--- src/rtl/vic_pkg.sv ---
package vic_pkg;
    localparam int PRIO_W = 4;
    localparam int VEC_W  = 9;

    typedef enum logic [0:0] {
        ST_IDLE = 1'b0,
        ST_REQ  = 1'b1
    } vic_state_e;
endpackage

--- src/rtl/vic_pend.sv ---
module vic_pend #(
    parameter int N_HW = 32,
    parameter int N_SW = 8
) (
    input  logic                 clk,
    input  logic                 rst_n,
    input  logic [N_HW-1:0]      hw_irq_i,
    input  logic [N_SW-1:0]      sw_set_i,
    input  logic [N_SW-1:0]      sw_clr_i,
    output logic [N_HW+N_SW-1:0] pend_o
);
    logic [N_SW-1:0] sw_q;

    for (genvar j = 0; j < N_SW; j++) begin : g_sw
        always_ff @(posedge clk or negedge rst_n) begin
            if (!rst_n)           sw_q[j] <= 1'b0;
            else if (sw_set_i[j]) sw_q[j] <= 1'b1;
            else if (sw_clr_i[j]) sw_q[j] <= 1'b0;
        end
    end

    assign pend_o = {sw_q, hw_irq_i};
endmodule

--- src/rtl/vic_arb.sv ---
module vic_arb
    import vic_pkg::*;
#(
    parameter int N_SRC = 40
) (
    input  logic [N_SRC-1:0]        pend_i,
    input  logic [N_SRC*PRIO_W-1:0] prio_cfg_i,
    output logic [PRIO_W-1:0]       win_prio_o,
    output logic [VEC_W-1:0]        win_vec_o
);
    always_comb begin
        win_prio_o = '0;
        win_vec_o  = '0;
        for (int i = 0; i < N_SRC; i++) begin
            if (pend_i[i] && (prio_cfg_i[i*PRIO_W +: PRIO_W] > win_prio_o)) begin
                win_prio_o = prio_cfg_i[i*PRIO_W +: PRIO_W];
                win_vec_o  = VEC_W'(i);
            end
        end
    end
endmodule

--- src/rtl/vic_stack.sv ---
module vic_stack
    import vic_pkg::*;
#(
    parameter int DEPTH = 16
) (
    input  logic              clk,
    input  logic              rst_n,
    input  logic              push_i,
    input  logic              pop_i,
    input  logic [PRIO_W-1:0] din_i,
    output logic [PRIO_W-1:0] top_o
);
    localparam int SP_W = $clog2(DEPTH + 1);
    localparam int A_W  = $clog2(DEPTH);

    logic [PRIO_W-1:0] mem [DEPTH];
    logic [SP_W-1:0]   sp;
    logic              full;
    logic              empty;

    assign full  = (sp == SP_W'(DEPTH));
    assign empty = (sp == '0);

    always_ff @(posedge clk) begin
        if (push_i && !full) mem[sp[A_W-1:0]] <= din_i;
    end

    always_ff @(posedge clk or negedge rst_n) begin
        if (!rst_n)                 sp <= '0;
        else if (push_i && !full)   sp <= sp + 1'b1;
        else if (pop_i && !empty)   sp <= sp - 1'b1;
    end

    assign top_o = empty ? '0 : mem[A_W'(sp - 1'b1)];
endmodule

--- src/rtl/vec_irq_ctrl.sv ---
module vec_irq_ctrl
    import vic_pkg::*;
#(
    parameter int N_HW  = 32,
    parameter int N_SW  = 8,
    parameter int DEPTH = 16
) (
    input  logic                        clk,
    input  logic                        rst_n,
    input  logic [N_HW-1:0]             hw_irq_i,
    input  logic [N_SW-1:0]             sw_set_i,
    input  logic [N_SW-1:0]             sw_clr_i,
    input  logic [(N_HW+N_SW)*4-1:0]    prio_cfg_i,
    input  logic                        elev_we_i,
    input  logic [3:0]                  elev_prio_i,
    input  logic                        ack_i,
    input  logic                        eoi_i,
    output logic                        irq_req_o,
    output logic [8:0]                  irq_vec_o,
    output logic [3:0]                  cur_prio_o
);
    localparam int N_SRC = N_HW + N_SW;

    vic_state_e        state_q, state_d;
    logic [N_SRC-1:0]  pend;
    logic [PRIO_W-1:0] win_prio, prio_q, cur_q, stk_top;
    logic [VEC_W-1:0]  win_vec, vec_q;
    logic              ack_take, pop;

    vic_pend #(.N_HW(N_HW), .N_SW(N_SW)) u_pend (
        .clk(clk), .rst_n(rst_n), .hw_irq_i(hw_irq_i),
        .sw_set_i(sw_set_i), .sw_clr_i(sw_clr_i), .pend_o(pend)
    );

    vic_arb #(.N_SRC(N_SRC)) u_arb (
        .pend_i(pend), .prio_cfg_i(prio_cfg_i),
        .win_prio_o(win_prio), .win_vec_o(win_vec)
    );

    vic_stack #(.DEPTH(DEPTH)) u_stack (
        .clk(clk), .rst_n(rst_n), .push_i(ack_take), .pop_i(pop),
        .din_i(cur_q), .top_o(stk_top)
    );

    // Next-state logic
    always_comb begin
        state_d = state_q;
        unique case (state_q)
            ST_IDLE: if (win_prio > cur_q)  state_d = ST_REQ;   // grant
            ST_REQ: begin
                if (ack_take)               state_d = ST_IDLE;  // taken
                else if (prio_q <= cur_q)   state_d = ST_IDLE;  // withdraw
            end
            default:                        state_d = ST_IDLE;
        endcase
    end

    // State register and latched winner
    always_ff @(posedge clk or negedge rst_n) begin
        if (!rst_n) begin
            state_q <= ST_IDLE;
            vec_q   <= '0;
            prio_q  <= '0;
        end else begin
            state_q <= state_d;
            if (state_q == ST_IDLE && state_d == ST_REQ) begin
                vec_q  <= win_vec;
                prio_q <= win_prio;
            end
        end
    end

    // Current priority: acknowledge, then end-of-interrupt, then write
    always_ff @(posedge clk or negedge rst_n) begin
        if (!rst_n)         cur_q <= '0;
        else if (ack_take)  cur_q <= prio_q;
        else if (eoi_i)     cur_q <= stk_top;
        else if (elev_we_i) cur_q <= elev_prio_i;
    end

    // Outputs
    always_comb begin
        irq_req_o  = (state_q == ST_REQ) && (prio_q > cur_q);
        irq_vec_o  = vec_q;
        cur_prio_o = cur_q;
    end

    assign ack_take = ack_i && irq_req_o;
    assign pop      = eoi_i && !ack_take;
endmodule

--- config.mk ---
export PLATFORM = sky130hd
export DESIGN_NAME = vec_irq_ctrl
export DESIGN_NICKNAME = d
export VERILOG_FILES = /design/src/rtl/vic_pkg.sv /design/src/rtl/vic_pend.sv /design/src/rtl/vic_arb.sv /design/src/rtl/vic_stack.sv /design/src/rtl/vec_irq_ctrl.sv
export SDC_FILE = /design/constraint.sdc
export NUM_CORES = 1
export LEC_CHECK = 0
export ABC_AREA = 1
export CAP_MARGIN = 25
export CORE_MARGIN = 4
export CORE_UTILIZATION = 55
export CTS_CLUSTER_SIZE = 25
export DETAILED_ROUTE_END_ITERATION = 6
export PLACE_DENSITY_LB_ADDON = 0.1
export SETUP_SLACK_MARGIN = 0.3
export SYNTH_ARGS = -nofsm -noshare
export SYNTH_HDL_FRONTEND = slang
export SYNTH_SLANG_ARGS = --single-unit
--- constraint.sdc ---
create_clock -name clk -period 10.89 [get_ports clk]
set_input_delay 1.089 -clock clk [delete_from_list [all_inputs] [get_ports clk]]
set_output_delay 1.089 -clock clk [all_outputs]
set_load 0.005 [all_outputs]
==> results of run 1 <==
-- per-layer routing --
| metal | overflow | track usage [%] |
|---|---|---|
| met4 | 1 | 46.7 |
| met5 | 0 | 0.397 |
| met1 | 0 | 47.1 |
| met3 | 0 | 20.5 |
| met2 | 1 | 78.5 |
-- kinds of logic after synthesis --
group	count (synthesis)	synth area share, %
simple gates	896	39.6
buf+inv	338	11.4
compound gates	281	14.0
fa+ha+maj	128	13.1
flops	92	21.4
xor+xnor	6	0.429
other cells	1	0.0306
-- per-stage QoR --
step | area, sq um | hold WS (ns) | util, % | cells
floorplan | 12400 | 0.449 | - | 1744
global placement | 17300 | 0.464 | 79.0 | 2560
detailed placement | 17300 | 0.476 | 79.0 | 2560
CTS | 19000 | 0.501 | 86.8 | 2689
-- repair_timing --
item / 4_1_cts
setup buffers: 113
endpoints found under the hold margin: 0
pin swaps: 186
setup endpoints to repair: 11
gates resized for setup: 198
==> impl_metrics.yaml, run 1 <==
die:
  die_width_microns: 157
  start_util_pct: 55.9
  io_pins: 231
  die_h_microns: 157
  rows: 54
place:
  place_congestion: 0.895
  place_ws_ns: -28.58
  dp_hpwl_microns: 29400
  numPortBuffers: 227
synthesis:
  ys_warn_count: 0
  syn_inst: 1742
  synth-edff-count: 64
  synth_area_per_cell_sq_um: 7.03
  ys_types: 43
  synth.cell_area_sq_um: 12200
  ys_seq_area_share_pct: 21.4
  yosys.area.top_type: "edfxtp_1"
  synthFlopType: "edfxtp_1"
  synth-seq-cells: 92
  async_flop_share_pct: 30.4
  yosysTopAreaCellShare_pct: 15.7
  yosys-top-cells-count: "nand2_1 (347), inv_1 (301), nand3_1 (191)"
  yosys-top-cells-area: "edfxtp_1 (16%), ha_1 (13%), nand2_1 (11%)"
  yosysMostFrequentCell: "nand2_1"
cts:
  hold_buffers: 0
  cts-htree-levels: 3
  clockBufferDepth: 2
  cts_made_buffers: 9
  root_buffer: "clkbuf_16"
  clock_sinks: 92
global_routing:
  globalRouteOverflowTotal: 2
  grt_start_max_net_pins: 38
  grt_util_all_layers_pct: 49.0
status:
  haltStage: "global routing (5_1_grt)"
  status: "stopped before the end"
  error_message: "[ERROR GRT-0232] Routing congestion too high. Check the congestion heatmap in the GUI."
sta:
  worst_endpoint_kind: "sequential cell input"
  crit_endpoint: "irq_vec_o[5]$_DFFE_PN0P_/D"
==> inputs of run 2 (changes only) <==
Settings changed: CORE_UTILIZATION 55 to 40, CTS_CLUSTER_SIZE 25 to default, PLACE_DENSITY_LB_ADDON 0.1 to 0.15, SETUP_SLACK_MARGIN 0.3 to default.
==> run 2 against run 1 <==
  * The flow now finishes, with violations (negative setup slack)
  * Area after synthesis did not move
  * Synthesized cell count did not move
==> impl_metrics.yaml, run 2 <==
cts:
  clock_sinks: 92
  clk_pin_slew_ns: 0.07
  hold_buffers: 0
  clk-insertion-delay-late_ns: 0.34
  cts_tree: "yes"
  cts-htree-levels: 3
  clockBufferDepth: 2
  cts_made_buffers: 9
  root_buffer: "clkbuf_16"
sta:
  max_slew.worst_pin.slew_ns: 0.816
  drv_slew: 0
  rsz0062_at_grt: "true"
  post-route-period-util_pct: 351
  slew_headroom_pct: 45.2
  setup_violations: 11
  fin_skew_ns: 0.00849
  period_needed_ns: 38.21
  hold_viol_final: 0
  setup_ws_ns: -27.32
  fin_hold_ws_ns: 0.481
  max_freq_mhz: 26.2
synthesis:
  synth_area_per_cell_sq_um: 7.03
  yosysTopAreaCellShare_pct: 15.7
  yosys.area.top_type: "edfxtp_1"
  yosys-top-cells-area: "edfxtp_1 (16%), ha_1 (13%), nand2_1 (11%)"
  yosys-top-cells-count: "nand2_1 (347), inv_1 (301), nand3_1 (191)"
  syn_inst: 1742
  yosysMostFrequentCell: "nand2_1"
  synth-seq-cells: 92
  async_flop_share_pct: 30.4
  ys_warn_count: 0
  ys_types: 43
  synth.cell_area_sq_um: 12200
  synthFlopType: "edfxtp_1"
  synth-edff-count: 64
  ys_seq_area_share_pct: 21.4
finish:
  largest_reg_flops: 64
  finalNetCount: 2818
  num-fill-cells: 2429
  layout-drive-gt1-share_pct: 41.4
  final_cell_mix: "buf_4 (512), nand2_1 (280), inv_1 (275)"
  multi_input_area_sq_um: 9600
  syn2layout_area_growth_pct: 66.8
  final_common_cell: "buf_4"
  seqCellArea_sq_um: 2620
setup_path:
  end_kind: "flop"
  critical_path.max_fanout: 8
  crit_type: "input port to flop"
  slowest_stage: "ha_1"
  r2r_setup_slack_ns: 2.13
  slowest_delay_ns: 0.34
  cp-start-kind: "input port"
  cp.required_ns: 11.13
  cp_common_cell: "nand2_4"
  arrival_ns: 38.45
routing:
  wl_per_cell_microns: 13.6
  drcViolationCount: 0
  drt_iter0_markers: 612
  drt-total-wl_microns: 39000
  vias_per_cell: 4.84
  drtAntennaViolNets: 0
  via_count: 13900
  drt_first_pass_iters: 5
global_routing:
  grt_util_all_layers_pct: 21.6
  grt_first_pass_wirelength_microns: 61600
  grt_pass1_vias: 13600
  grt_start_max_net_pins: 38
  antenna_found_initial: 5
  globalRouteOverflowTotal: 0
die:
  rows: 63
  die_width_microns: 183
  die_h_microns: 183
  core_region_area_sq_um: 30000
  start_util_pct: 40.9
  die_area_sq_um: 33500
  io_pins: 231
place:
  dp_hpwl_microns: 29900
  numPortBuffers: 227
  place_congestion: 0.875
status:
  violations: "negative setup slack"
  status: "finished, violations left"
flow_run:
  max_cap_violations: 0
min_path:
  hp-class: "flop to flop"
-- run 2: cell counts after synthesis --
Identical to the previous run, type by type.
-- run 2: routing by layer --
| metal | GRT usage [%] | vias to the layer above | wire, microns |
|---|---|---|---|
| li1 | - | 7236 | - |
| met4 | 5.21 | 2 | 836 |
| met5 | 0 | - | 13 |
| met2 | 39.5 | 278 | 19900 |
| met3 | 3.35 | 64 | 1930 |
| met1 | 26.5 | 6330 | 16300 |
-- run 2: logic make-up after synthesis --
| family | Yosys count | share of synthesized area [%] |
|---|---|---|
| AOI/OAI and AO/OA | 281 | 14.0 |
| and+or+nand+nor | 896 | 39.6 |
| adders and majority gates | 128 | 13.1 |
| buffers and inverters | 338 | 11.4 |
| DFF | 92 | 21.4 |
| xor gates and xnor gates | 6 | 0.429 |
| other | 1 | 0.0306 |
-- run 2: final cells by class --
cell class | instances | area share (%)
Clock buffer | 10 | 1.17
Antenna cell | 4 | 0.0490
Clock inverter | 6 | 0.282
Timing Repair Buffer | 748 | 30.5
Tap cell | 390 | 2.39
Multi-Input combinational cell | 1314 | 47.0
Sequential cell | 92 | 12.8
Inverter | 308 | 5.75
-- run 2: final timing paths --
| check | from | endpoint | cells after the start |
|---|---|---|---|
| setup / recovery | prio_cfg_i[1] | irq_vec_o[2] | 324 |
| hold / removal | irq_vec_o[3] | irq_vec_o[3] | 2 |
| setup reg to reg | u_pend.pend_o[32] | irq_vec_o[2] | 71 |
| hold reg to reg | irq_vec_o[3] | irq_vec_o[3] | 2 |
| max in group asynchronous | rst_n | u_pend.pend_o[32] | 2 |
| min in group asynchronous | rst_n | cur_prio_o[1] | 2 |
-- run 2: worst max-delay path, delay by kind of cell --
| family | cells | cell delay [ns] |
|---|---|---|
| simple gates | 162 | 15.71 |
| fa+ha+maj | 39 | 11.15 |
| buf+inv | 53 | 3.18 |
| compound gates | 70 | 7.24 |
-- run 2: stage by stage --
step	util, %	setup TNS, ns	area [sq um]	cells	setup WS (ns)
floorplan	-	-284.52	12400	1744	-25.99
global placement	58.5	-299.78	17500	2681	-27.37
detailed placement	58.5	-310.38	17500	2681	-28.31
CTS	64.5	-294.94	19300	2827	-26.90
global route	68.2	-334.00	20400	2872	-30.44
finish	68.2	-300.01	20400	2872	-27.32
-- run 2: repair_timing --
item	CTS	global route
endpoints found under the setup margin	11	11
pin swaps	175	247
gates resized for setup	191	159
setup buffers	131	42
Power of run 2 is left out: the tool's default activity adds up to more than one toggle a clock period on the data nets, which glitch-free logic cannot reach.
==> inputs of run 3 (changes only) <==
Settings changed: CTS_CLUSTER_SIZE from default to 16.
==> results of run 3 <==
The final DEF is identical to that of run 2; final timing and power are the same.
Power of run 3 is left out for the same reason.
==> inputs of run 4 (changes only) <==
Settings changed: CAP_MARGIN 25 to 20.
Clock period 10.89 ns to 41.9 ns, I/O delays scaled along.
==> run 4 against run 3 <==
  * Largest cell class unchanged
  * Sequential cell count is the same
  * Utilization down 5.9 points
  * Final area is 8.6% lower
  * Count of clock-buffer cells in the layout unchanged
  * Sequential share of layout area up 1.2 points
  * The flow now finishes without violations
  * Register-to-register slack better by 31 ns
  * Via count decreased by 5.2%
  * Cell count fell by 5.8%
  * Non-clock buffer count is 166 lower
  * Worst hold slack gained 0.0036 ns
  * Global-route usage down 1.8 points
  * First-iteration DRC count down 20%
==> impl_metrics.yaml, run 4 (synthesis gave the netlist of run 2 again) <==
finish:
  num-fill-cells: 2612
  final_cell_mix: "buf_4 (348), nand2_1 (291), inv_1 (286)"
  layout-drive-gt1-share_pct: 34.6
  largest_reg_flops: 64
  finalNetCount: 2652
  syn2layout_area_growth_pct: 52.4
  final_common_cell: "buf_4"
  fin_util_pct: 62.3
routing:
  drt_first_pass_iters: 5
  via_count: 13200
  drt-total-wl_microns: 35900
  drtAntennaViolNets: 0
  drt_iter0_markers: 489
  drcViolationCount: 0
  vias_per_cell: 4.88
  wl_per_cell_microns: 13.3
global_routing:
  grt_pass1_vias: 12300
  antenna_found_initial: 7
  grt_start_max_net_pins: 38
  grt_util_all_layers_pct: 19.7
  grt_first_pass_wirelength_microns: 56300
  globalRouteOverflowTotal: 0
die:
  start_util_pct: 40.9
  die_width_microns: 183
  die_area_sq_um: 33500
  die_h_microns: 183
  core_region_area_sq_um: 30000
  io_pins: 231
  rows: 63
sta:
  slew_headroom_pct: 49.5
  drv_slew: 0
  rsz0062_at_grt: "true"
  fin_skew_ns: 0.00615
  post-route-period-util_pct: 98.2
  period_needed_ns: 41.13
  max_freq_mhz: 24.3
  setup_violations: 0
  max_slew.worst_pin.slew_ns: 0.752
  hold_viol_final: 0
place:
  numPortBuffers: 227
  dp_hpwl_microns: 28700
  place_congestion: 0.885
cts:
  clk-insertion-delay-late_ns: 0.35
  cts_made_buffers: 9
  clockBufferDepth: 2
  cts_tree: "yes"
  cts-htree-levels: 3
  clock_sinks: 92
  root_buffer: "clkbuf_16"
  clk_pin_slew_ns: 0.07
setup_path:
  rr_endpoint: "irq_vec_o[2]"
  slowest_delay_ns: 0.34
  crit_type: "input port to flop"
  critical_path.max_fanout: 8
  worstReg2RegStart: "u_pend.pend_o[32]"
  end_kind: "flop"
  r2r_setup_slack_ns: 33.12
  cp.required_ns: 42.14
  reg2reg_depth: 73
  arrival_ns: 41.37
  cp_common_cell: "nand2_2"
  cp-start-kind: "input port"
  slowest_stage: "ha_1"
flow_run:
  max_cap_violations: 0
min_path:
  hp-class: "flop to flop"
  holdPathStages: 2
  min_from: "irq_vec_o[3]"
  min_to: "irq_vec_o[3]"
status:
  status: "finished clean"
[run 4: cell types whose count changed in the layout (fill, tap and decap cells not counted), moves of 5 or more]
cell / delta
nand3_2: -8
o21ai_4: -10
ha_1: +17
nand3_1: +9
inv_1: +11
nand2_1: +11
buf_4: -164
inv_2: -10
nor2_2: +5
nor2_4: -6
o21ai_0: +8
ha_4: -17
nand2_4: -11
[run 4: worst max path at each step]
| stage | to | slack [ns] | startpoint | cells past startpoint |
|---|---|---|---|---|
| after floorplan | irq_vec_o[2] | -0.03 | prio_cfg_i[3] | 344 |
| after global placement | irq_vec_o[2] | -1.29 | prio_cfg_i[3] | 294 |
| after detailed placement | irq_vec_o[2] | -2.23 | prio_cfg_i[3] | 304 |
| after CTS | irq_vec_o[2] | 0.003 | prio_cfg_i[0] | 328 |
| after global routing | irq_vec_o[2] | -2.66 | prio_cfg_i[1] | 329 |
| final | irq_vec_o[2] | 0.77 | prio_cfg_i[1] | 325 |
[run 4: final cells by class]
class | instances | area (sq um) | area share, %
clock buffer | 10 | 229 | 1.23
clock inverter | 6 | 71.3 | 0.382
antenna | 2 | 5.00 | 0.0268
sequential | 92 | 2620 | 14.1
timing repair buffer | 582 | 4980 | 26.7
multi-input combinational | 1314 | 9100 | 48.8
tap | 390 | 488 | 2.61
inverter | 308 | 1160 | 6.23
[run 4: through the flow]
step	cell area, sq um	cells	hold WS, ns	setup slack (ns)	setup TNS (ns)
finish	18700	2704	0.484	0.768	0
global route	18700	2704	0.511	-2.66	-28.32
CTS	17600	2645	0.487	0.00299	0
detailed placement	16800	2596	0.469	-2.23	-24.05
global placement	16800	2596	0.470	-1.29	-13.46
floorplan	12300	1744	0.449	-0.0274	-0.0274
[run 4: worst max-delay path, delay by kind of cell]
kind | cells | cell delay (ns)
simple gates | 161 | 15.45
compound gates | 72 | 7.71
fa+ha+maj | 39 | 10.97
buf+inv | 53 | 2.99
[run 4: what timing repair did]
item                                    in CTS  in global routing
hold buffers                                 0                  0
setup buffers                               33                 57
gates resized for setup                    115                196
gates cloned                                 0                  0
endpoints found under the setup margin      11                 11
pin swaps                                  145                256
[run 4: routing by layer]
layer	wire length (microns)	vias to the layer above	GRT usage, %
li1	-	6899	-
met4	654	10	4.02
met1	15500	5932	25.1
met5	66	-	0
met2	17600	289	34.7
met3	2010	53	3.93
Power of run 4 is left out for the same reason.
